$ cat src/rtl/nvm_clkdiv_pkg.sv
package nvm_clkdiv_pkg;
  localparam int DIV_W = 6;
  localparam int PRE_FACTOR = 8;
  localparam int PRE_W = $clog2(PRE_FACTOR);
  typedef struct packed {
    logic             loaded;
    logic             pre_en;
    logic [DIV_W-1:0] div;
  } cfg_t;
endpackage

$ cat src/rtl/nvm_clkdiv_reg.sv
module nvm_clkdiv_reg
  import nvm_clkdiv_pkg::*;
(
  input  logic       clk_i,
  input  logic       rst_ni,
  input  logic       sel_i,
  input  logic       we_i,
  input  logic [7:0] wdata_i,
  output cfg_t       cfg_o
);
  logic wr_ok;
  assign wr_ok = sel_i && we_i && !cfg_o.loaded;

  always_ff @(posedge clk_i or negedge rst_ni) begin
    if (!rst_ni) cfg_o <= '0;
    else if (wr_ok) begin
      cfg_o.loaded <= 1'b1;
      cfg_o.pre_en <= wdata_i[6];
      cfg_o.div    <= wdata_i[DIV_W-1:0];
    end
  end
endmodule

$ cat src/rtl/nvm_clkdiv_core.sv
module nvm_clkdiv_core
  import nvm_clkdiv_pkg::*;
(
  input  logic             clk_i,
  input  logic             rst_ni,
  input  logic             run_i,
  input  logic             pre_en_i,
  input  logic [DIV_W-1:0] div_i,
  output logic             clk_en_o
);
  logic [PRE_W-1:0] pre_cnt;
  logic [DIV_W-1:0] div_cnt;
  logic             pre_tick;

  assign pre_tick = !pre_en_i || (pre_cnt == PRE_W'(PRE_FACTOR-1));

  always_ff @(posedge clk_i or negedge rst_ni) begin
    if (!rst_ni) begin
      pre_cnt  <= '0;
      div_cnt  <= '0;
      clk_en_o <= 1'b0;
    end else if (!run_i) begin
      pre_cnt  <= '0;
      div_cnt  <= '0;
      clk_en_o <= 1'b0;
    end else begin
      clk_en_o <= 1'b0;
      if (pre_en_i) pre_cnt <= pre_tick ? '0 : pre_cnt + 1'b1;
      if (pre_tick) begin
        if (div_cnt == div_i) begin
          div_cnt  <= '0;
          clk_en_o <= 1'b1;
        end else begin
          div_cnt <= div_cnt + 1'b1;
        end
      end
    end
  end
endmodule

$ cat src/rtl/nvm_clkdiv_gate.sv
module nvm_clkdiv_gate (
  input  logic clk_i,
  input  logic rst_ni,
  input  logic loaded_i,
  input  logic start_i,
  output logic permit_o,
  output logic err_o
);
  assign permit_o = loaded_i;
  always_ff @(posedge clk_i or negedge rst_ni) begin
    if (!rst_ni) err_o <= 1'b0;
    else         err_o <= start_i && !loaded_i;
  end
endmodule

$ cat src/rtl/nvm_clkdiv.sv
module nvm_clkdiv
  import nvm_clkdiv_pkg::*;
(
  input  logic       clk_i,
  input  logic       rst_ni,
  input  logic       sel_i,
  input  logic       we_i,
  input  logic [7:0] wdata_i,
  output logic [7:0] rdata_o,
  output logic       clk_en_o,
  input  logic       pe_start_i,
  output logic       pe_permit_o,
  output logic       acc_err_o
);
  cfg_t cfg;

  nvm_clkdiv_reg u_reg (
    .clk_i, .rst_ni, .sel_i, .we_i, .wdata_i, .cfg_o(cfg)
  );

  nvm_clkdiv_core u_core (
    .clk_i, .rst_ni,
    .run_i(cfg.loaded), .pre_en_i(cfg.pre_en), .div_i(cfg.div),
    .clk_en_o
  );

  nvm_clkdiv_gate u_gate (
    .clk_i, .rst_ni, .loaded_i(cfg.loaded), .start_i(pe_start_i),
    .permit_o(pe_permit_o), .err_o(acc_err_o)
  );

  assign rdata_o = cfg;
endmodule

$ cat config.mk
export PLATFORM = sky130hd
export DESIGN_NAME = nvm_clkdiv
export DESIGN_NICKNAME = d
export VERILOG_FILES = /design/src/rtl/nvm_clkdiv_pkg.sv /design/src/rtl/nvm_clkdiv_reg.sv /design/src/rtl/nvm_clkdiv_core.sv /design/src/rtl/nvm_clkdiv_gate.sv /design/src/rtl/nvm_clkdiv.sv
export SDC_FILE = /design/constraint.sdc
export NUM_CORES = 1
export LEC_CHECK = 0
export BUFFER_PORTS_ARGS = -buffer_cell sky130_fd_sc_hd__buf_2
export CORE_MARGIN = 3
export CORE_UTILIZATION = 50
export DETAILED_ROUTE_END_ITERATION = 8
export PLACE_DENSITY = 0.82
export SLEW_MARGIN = 20
export SYNTH_ARGS = -nofsm -noshare
export SYNTH_HDL_FRONTEND = slang
export SYNTH_SLANG_ARGS = --single-unit
$ cat constraint.sdc
create_clock -name clk_i -period 1.9 [get_ports clk_i]
set_clock_uncertainty 0.05 [all_clocks]
set_input_delay 0.38 -clock clk_i [delete_from_list [all_inputs] [get_ports clk_i]]
set_output_delay 0.38 -clock clk_i [all_outputs]
set_load 0.01 [all_outputs]
---- Word level (Yosys, flattened, before mapping) ----
Index checks and enable logic that the tools add are counted.
Widths: inputs -> output; s select.
operators by class
  add/subtract/negate cells ............... 2
  equality and inequality tests ........... 4
  muxes and demuxes ....................... 9
  reductions and logical operators ........ 6
operators by type and width
  kind                 number
  $mux 6               3
  $mux 3               3
  $add 6x1->6 const B  1
  $eq 6x6->1           1
  $add 3x1->3 const B  1
  $eq 3x3->1 const B   1
  $logic_and 1x1->1    3
  $mux 1               3
  $logic_not 1->1      2
  $ne 2x1->1 const B   1
  $ne 2x2->1 const B   1
  $logic_or 1x1->1     1
storage, ports and cells
  flip-flop bits (word level) ............. 19
  input port bits ......................... 13
  output and inout bits ................... 11
  word-level logic and storage cells ...... 28

---- Longest topological paths before layout ----
Gate-level depths: netlist of run 1.
  depth after elaboration ................. 5
  mapped depth ............................ 6
  mapped depth without buffers ............ 6

---- Cells and area by module ----
From an unflattened synthesis of run 1, not the netlist that was laid out.
unflattened totals
  cells, all modules ...................... 72
  area total of the unflattened synthesis .. 922.1 um^2
modules (own cells, without submodules)
  module           instances  cells each  area an instance (um^2)  sequential area each (um^2)
  nvm_clkdiv_core  1          52          568.0                    250.2
  nvm_clkdiv_reg   1          17          307.8                    200.2
  nvm_clkdiv_gate  1          3           46.3                     25.0

---- Worst setup path before layout of run 1 ----
OpenSTA, ideal clock, no wires.
  path kind ............................... flip-flop to flip-flop
  start ................................... reg u_core.pre_cnt[0]
  end ..................................... reg u_core.div_cnt[3]
  setup time .............................. 0.129 ns
  arrival time ............................ 1.270 ns
  data required time ...................... 1.721 ns
  setup slack ............................. 0.451 ns
  stages on the path, launching flop included .. 7
  buffers on the path ..................... 0
  period minus slack after synthesis ...... 1.449 ns
  cells stage by stage .................... dfrtp_1 ha_1 ha_1 and2b_4 a21oi_1 xnor2_1 nor2_1
between the ends
  word-level cells in the longest chain between the ends .. 3
RTL lines
  item                    line                   text
  from (decl)             nvm_clkdiv_core.sv:11  logic [PRE_W-1:0] pre_cnt;
  from (signal assigned)  nvm_clkdiv_core.sv:28  if (pre_en_i) pre_cnt <= pre_tick ? '0 : pre_cnt + 1'b1;
  $eq 3x3->1              nvm_clkdiv_core.sv:15  assign pre_tick = !pre_en_i || (pre_cnt == PRE_W'(PRE_FACTOR-1));
  $logic_or 1x1->1        nvm_clkdiv_core.sv:15
  $ne 2x1->1 (no line)    n/a
  to (signal assigned)    nvm_clkdiv_core.sv:34  div_cnt <= div_cnt + 1'b1;
  to (decl)               nvm_clkdiv_core.sv:12  logic [DIV_W-1:0] div_cnt;
Every way passes these cells.
A chain may end at the register's enable or synchronous reset.

---- Worst setup path after layout of run 1 ----
  start ................................... reg u_core.pre_cnt[0]
  end ..................................... reg u_core.div_cnt[5]
Same word-level chain as after synthesis.

==> qor.csv, run 1 <==
stage,metric,value,unit
route,DRC violation count after routing,0,
sta,final number of setup-violating endpoints,0,
floorplan,number of top-level pins,24,
placed_design,port bufs,22,
route,wire length after detailed routing,1758,µm
sta,final-layout setup total negative slack,0,ns
global_route,maximum number of pins on one net before global-route repair,20,
logic_synthesis,number of instances in the synthesized netlist,77,
placed_design,RePlAce Congestion,0.7907,
run,max-capacitance violation count,0,
hold_path,worst-case hold path end point,u_reg.cfg_o[6],
logic_synthesis,post-synthesis average cell area,12.24,µm²
placed_design,standard cell area after detailed placement,1064,µm²
logic_synthesis,number of different library cells in the post-synthesis netlist,27,
global_route,vias in the first global route,680,
layout,share of layout cells above drive strength 1,31.68,%
layout,final net count,118,
route,number of nets with antenna violations after detailed routing,0,
floorplan,die boundary height,49.41,µm
run_status,status,"complete, no violations",
clock_network,Post-CTS Setup Bufs,0,
logic_synthesis,number of warnings reported in the yosys synthesis log,0,
pwr,total power density per cell area,1241,nW/µm²
pwr,clock share of power,15.7,%
placed_design,Place WS,0.3194,ns
critical_path,arrival time at the worst endpoint,1.76,ns
logic_synthesis,summed instance area of the synthesized netlist,942.2,µm²
clock_network,worst-skew pair later-pin latency,0.31,ns
layout,number of standard cells in the final layout excluding fillers,126,
clock_network,buffer depth of the longest clock path,2,
route,total via count in the routed design,632,
pwr,net load switching power,0.5076,mW
clock_network,cell at the root of the clock tree,clkbuf_4,
clock_network,number of levels in the clock H-tree,1,
hold_path,path type of the worst min-delay path,in2reg,
route,number of iterations in the first detailed-routing pass,4,
critical_path,sort of element at the start of the critical path,register,
critical_path,critical path type,reg2reg,
critical_path,CP endpoint kind,register,
sta,number of pins with negative max-slew slack in the final report,0,
global_route,GRT Overall Usage,16.82,%
pwr,share of total power in combinational logic,37.1,%
critical_path,Worst EP required,2.04,ns
floorplan,CORE AREA,1745,µm²
sta,Slew @ Worst Pin,0.4244,ns
sta,Fin Hold WS,0.2257,ns
clock_network,clock tree from TritonCTS,yes,
global_route,overflow left after global routing,0,
global_route,number of antenna violations at the first check in global routing,0,
pwr,switching power as a share of total power,37.20,%
pwr,proportion of power drawn by flip-flops and latches,47.2,%
placed_design,HPWL Detailed,1217,µm
clock_network,Resize count post-CTS,0,
route,starting DRC count in detailed routing,5,
layout,final design area excluding fillers,1100,µm²
critical_path,minimum setup slack among reg-to-reg paths,0.28,ns
floorplan,die outline area,2441,µm²
layout,layout-stage area growth over the synthesis result,16.73,%
clock_network,post-cts hold buffer count,1,
sta,minimum setup slack in the final design,0.2819,ns
critical_path,Worst R2R End,u_core.div_cnt[5],
critical_path,critical-path maximum fanout,4,
pwr,Peak VDD IR,0.0006892,V
layout,Post-Route Utilization,63.01,%
route,average routed wire per standard cell,13.95,µm
sta,final count of hold timing violations,0,
floorplan,width of the chip,49.41,µm
clock_network,"Reg clk slew, reported paths",0.11,ns
pwr,Total Power Consumption,1.364,mW
logic_synthesis,flop and latch count out of synthesis,19,
layout,"top library cells by usage in the layout, fill and taps aside","buf_2 (22), dfrtp_1 (19), xnor2_1 (9), mux2_1 (7), nor2_1 (6)",
pwr,internal cell power,0.8568,mW
placed_design,placed cell count,121,
hold_path,launch instance of the worst min-delay path,wdata_i[6],
floorplan,initial standard-cell utilization of the core,53.98,%
sta,slew margin rel.,71.71,%
sta,final cycle utilization of the critical path,85.16,%
floorplan,num rows,15,
logic_synthesis,synthesized netlist net count,93,
pwr,static power due to leakage,0.5303,nW
clock_network,clock sink count,19,
hold_path,Min-Delay Path Depth,2,
sta,clock period minus final worst setup slack,1.618,ns
global_route,first-pass GRT wire length,3049,µm
sta,fmax,618.0,MHz
critical_path,launching point of the worst reg2reg path,u_core.pre_cnt[0],
clock_network,CTS buffer count,3,
layout,Inserted Diodes,0,
logic_synthesis,part of the Yosys area used for sequential elements,50.46,%
route,via/cell ratio,5.016,
layout,"most common cell after layout, fill and taps aside",buf_2,
critical_path,number of cells on the worst reg-to-reg path,6,
sta,unrepaired setup endpoints after global routing,no,
==> cells in the mapped netlist <==
| cell | n | area [µm²] |
|---|---|---|
| a21o_1 | 1 | 7.510 |
| and2_1 | 2 | 12.51 |
| o22ai_1 | 2 | 12.51 |
| nand3b_1 | 1 | 7.510 |
| buf_2 | 1 | 5.000 |
| mux2i_1 | 1 | 10.01 |
| and3_1 | 1 | 6.260 |
| nand2_1 | 4 | 15.01 |
| nand2b_2 | 1 | 8.760 |
| nor2b_1 | 3 | 18.77 |
| o31ai_4 | 1 | 21.27 |
| ha_1 | 3 | 37.54 |
| nand2_2 | 1 | 6.260 |
| nand4_2 | 1 | 12.51 |
| nand3b_4 | 1 | 20.02 |
| buf_4 | 2 | 15.01 |
| inv_1 | 1 | 3.750 |
| nand3_1 | 2 | 10.01 |
| xnor2_1 | 9 | 78.83 |
| mux2_1 | 7 | 78.83 |
| a21oi_1 | 2 | 10.01 |
| dfrtp_1 | 19 | 475.5 |
| nor3b_2 | 1 | 12.51 |
| nor2_1 | 6 | 22.52 |
| and2b_4 | 1 | 10.01 |
| nand4_1 | 1 | 6.260 |
| xor2_1 | 2 | 17.52 |
==> sequential cells by signal, indices dropped and copies added, names as in the netlist <==
register and flops:
u_reg.cfg_o 8, u_core.pre_cnt 3, u_core.clk_en_o 1, u_core.div_cnt 6, u_gate.err_o 1
==> cell families (layout without fill, tap and decap cells) <==
logic type	Yosys count	count (layout)	synth area share, %
compound gates	6	6	5.445
xor+xnor	11	11	10.23
fa+ha+maj	3	3	3.984
buf+inv	4	28	2.522
flops	19	19	50.47
mux	8	8	9.429
simple gates	26	26	17.93
==> critical path, cell delays in order, from the launching register on <==
cell and delay, ns:
dfrtp_1 0.41, ha_1 0.21, ha_1 0.22, nand3b_1 0.21
nor3b_2 0.20, xnor2_1 0.14, nor2_1 0.06
==> cell type report <==
cell class	instances	area (µm²)
multi-input cells	54	442.9
inverters	1	3.754
repair buffers	23	120.1
well taps	25	31.28
clock buffers	4	26.28
fillers	140	645.6
flip-flops and latches	19	475.5
==> how the worst max path moves through the flow <==
stage                            from                end  slack [ns]  cells after the start
floorplan           u_core.pre_cnt[0]  u_core.div_cnt[3]        0.45                      6
global placement    u_core.pre_cnt[0]  u_core.div_cnt[5]        0.34                      6
detailed placement  u_core.pre_cnt[0]  u_core.div_cnt[5]        0.32                      6
CTS                 u_core.pre_cnt[0]  u_core.div_cnt[5]        0.29                      6
global route        u_core.pre_cnt[0]  u_core.div_cnt[5]        0.21                      6
finish              u_core.pre_cnt[0]  u_core.div_cnt[5]        0.28                      6
==> per-layer routing <==
metal	track usage, %	vias up	wire length, µm
li1	-	310	-
met1	19.17	302	756
met2	29.24	13	883
met3	1.835	7	43
met4	11.52	0	75
met5	0	-	0
==> power by group through the flow <==
stage / logic (mW) / clock network (mW) / registers [mW]
after floorplan: 0.373 / 0 / 0.642
after global placement: 0.463 / 0 / 0.645
after detailed placement: 0.498 / 0 / 0.652
after CTS: 0.511 / 0.210 / 0.644
after global routing: 0.564 / 0.225 / 0.666
final: 0.507 / 0.214 / 0.644
Power figures use the tool's default switching activity.
==> inputs of run 2 (changes only) <==
- BUFFER_PORTS_ARGS: -buffer_cell sky130_fd_sc_hd__buf_2 -> default
- CORE_UTILIZATION: 50 -> 59
- DONT_BUFFER_PORTS: default -> 1
- PLACE_DENSITY: 0.82 -> 0.81
==> qor.csv, run 2 (synthesized netlist as in run 1, its figures left out) <==
stage,metric,value,unit
critical_path,CP endpoint kind,register,
route,average routed wire per standard cell,16.56,µm
placed_design,RePlAce Congestion,0.7364,
layout,"top library cells by usage in the layout, fill and taps aside","dfrtp_1 (19), xnor2_1 (9), mux2_1 (7), nor2_1 (6), nand2_1 (4)",
critical_path,number of cells on the worst reg-to-reg path,6,
sta,unrepaired setup endpoints after global routing,no,
clock_network,Resize count post-CTS,0,
critical_path,Worst setup startpoint,u_core.pre_cnt[0],
clock_network,"Reg clk slew, reported paths",0.10,ns
route,starting DRC count in detailed routing,13,
clock_network,CTS buffer count,3,
critical_path,Worst EP required,2.04,ns
route,number of nets with antenna violations after detailed routing,0,
pwr,Total Power Consumption,1.303,mW
layout,"most common cell after layout, fill and taps aside",dfrtp_1,
critical_path,library cell appearing most often on the critical path,ha_1,
layout,layout-stage area growth over the synthesis result,4.515,%
layout,area occupied by multi-input gates,442.9,µm²
critical_path,critical path's top delay family,simple AND/OR/NAND/NOR gates,
pwr,static power due to leakage,0.4440,nW
global_route,number of antenna violations at the first check in global routing,0,
global_route,GRT Overall Usage,17.63,%
hold_path,worst-case hold path end point,u_reg.cfg_o[7],
layout,largest registers,"u_reg.cfg_o (8), u_core.div_cnt (6), u_core.pre_cnt (3)",
critical_path,max incr delay on CP,0.41,ns
global_route,vias in the first global route,566,
clock_network,number of levels in the clock H-tree,1,
critical_path,arrival time at the worst endpoint,1.78,ns
critical_path,critical path type,reg2reg,
sta,slew margin rel.,45.14,%
critical_path,Worst R2R End,u_core.div_cnt[5],
route,highest metal layer with signal wires,met4,
layout,final net count,97,
run_status,status,"complete, no violations",
critical_path,critical-path cell list,ha_1 > ha_1 > nand3b_1 > nor3b_2 > xnor2_1 > nor2_1,
placed_design,Place WS,0.2796,ns
floorplan,width of the chip,45.96,µm
sta,clock period minus final worst setup slack,1.647,ns
pwr,Peak VDD IR,0.0008475,V
sta,final number of setup-violating endpoints,0,
critical_path,launching point of the worst reg2reg path,u_core.pre_cnt[0],
pwr,total power density per cell area,1323,nW/µm²
floorplan,initial standard-cell utilization of the core,67.35,%
route,via/cell ratio,6.084,
sta,fmax,607.1,MHz
layout,sequential cell area,475.5,µm²
global_route,overflow left after global routing,0,
route,wire length after detailed routing,1573,µm
run,max-capacitance violation count,0,
route,total met2 wirelength after detailed routing,748,µm
route,number of iterations in the first detailed-routing pass,4,
layout,number of flip-flops in the largest register,8,
global_route,first-pass GRT wire length,2449,µm
route,met3 layer wire length in the routed design,137,µm
critical_path,critical-path maximum fanout,4,
layout,share of layout cells above drive strength 1,13.75,%
hold_path,launch instance of the worst min-delay path,we_i,
sta,Slew @ Worst Pin,0.8201,ns
hold_path,Min-Delay Path Depth,1,
sta,final cycle utilization of the critical path,86.69,%
route,routed length on met1,642,µm
sta,minimum setup slack in the final design,0.2529,ns
clock_network,cell at the root of the clock tree,clkbuf_4,
sta,number of pins with negative max-slew slack in the final report,0,
clock_network,worst-skew pair later-pin latency,0.30,ns
global_route,maximum number of pins on one net before global-route repair,20,
placed_design,port bufs,0,
floorplan,num rows,13,
floorplan,die boundary height,45.96,µm
clock_network,clock sink count,19,
layout,Biggest register,u_reg.cfg_o,
route,total via count in the routed design,578,
clock_network,clock tree from TritonCTS,yes,
layout,final design area excluding fillers,984.7,µm²
floorplan,die outline area,2112,µm²
layout,Inserted Diodes,0,
critical_path,cell with the biggest individual delay on the critical path,dfrtp_1,
placed_design,HPWL Detailed,1170,µm
placed_design,standard cell area after detailed placement,948.4,µm²
critical_path,crit path buf inv count,0,
clock_network,buffer depth of the longest clock path,2,
layout,Fillers,106,
floorplan,CORE AREA,1399,µm²
floorplan,number of top-level pins,24,
sta,final count of hold timing violations,0,
route,DRC violation count after routing,0,
critical_path,minimum setup slack among reg-to-reg paths,0.25,ns
sta,final-layout setup total negative slack,0,ns
critical_path,sort of element at the start of the critical path,register,
hold_path,path type of the worst min-delay path,in2reg,
run 2: cell types whose count changed in the layout (fill, tap and decap cells not counted), sizes merged:
cell  delta
buf     -21
run 2: routing by layer:
layer  vias up  track usage [%]
met5         -                0
met4         0            11.93
met3         5            5.929
met2        25            26.92
met1       283            20.65
li1        265                -
run 2: worst register-to-register path, delay by kind of cell (launching register included):
family,cells,cell delay [ns]
AND/OR/NAND/NOR,3,0.47
adder cells (fa/ha/maj),2,0.42
XOR/XNOR,1,0.18
flip-flops,1,0.41
run 2: through the flow:
stage	util, %	std cells	hold WS [ns]
after floorplan	-	77	0.03441
after global placement	67.80	90	0.03490
after detailed placement	67.80	90	0.03489
after CTS	70.39	95	0.1329
after global routing	70.39	95	0.1387
final	70.39	95	0.1346
run 2: where the power goes:
part | leakage [nW] | internal (mW) | switching (mW)
Sequential | 0.236 | 0.522 | 0.146
Combinational | 0.193 | 0.226 | 0.204
Clock | 0.0150 | 0.0819 | 0.123
run 2: worst max path at each step:
stage	slack, ns	depth (start not counted)	endpoint
3_5_place_dp	0.28	6	u_core.div_cnt[5]
6_report	0.25	6	u_core.div_cnt[5]
2_1_floorplan	0.45	6	u_core.div_cnt[3]
4_1_cts	0.25	6	u_core.div_cnt[5]
5_1_grt	0.17	6	u_core.div_cnt[5]
3_3_place_gp	0.34	6	u_core.div_cnt[5]
run 2: area by class of cell:
| type | instances | share of cell area (%) |
|---|---|---|
| multi-input combinational | 54 | 44.98 |
| inverter | 1 | 0.3812 |
| tap | 15 | 1.906 |
| clock buffer | 4 | 2.668 |
| sequential | 19 | 48.28 |
| timing repair buffer | 2 | 1.779 |
run 2: timing repair:
action                    in CTS  in global routing
buffers inserted               0                  0
hold endpoints to repair      19                  0
hold buffers                   1                  0
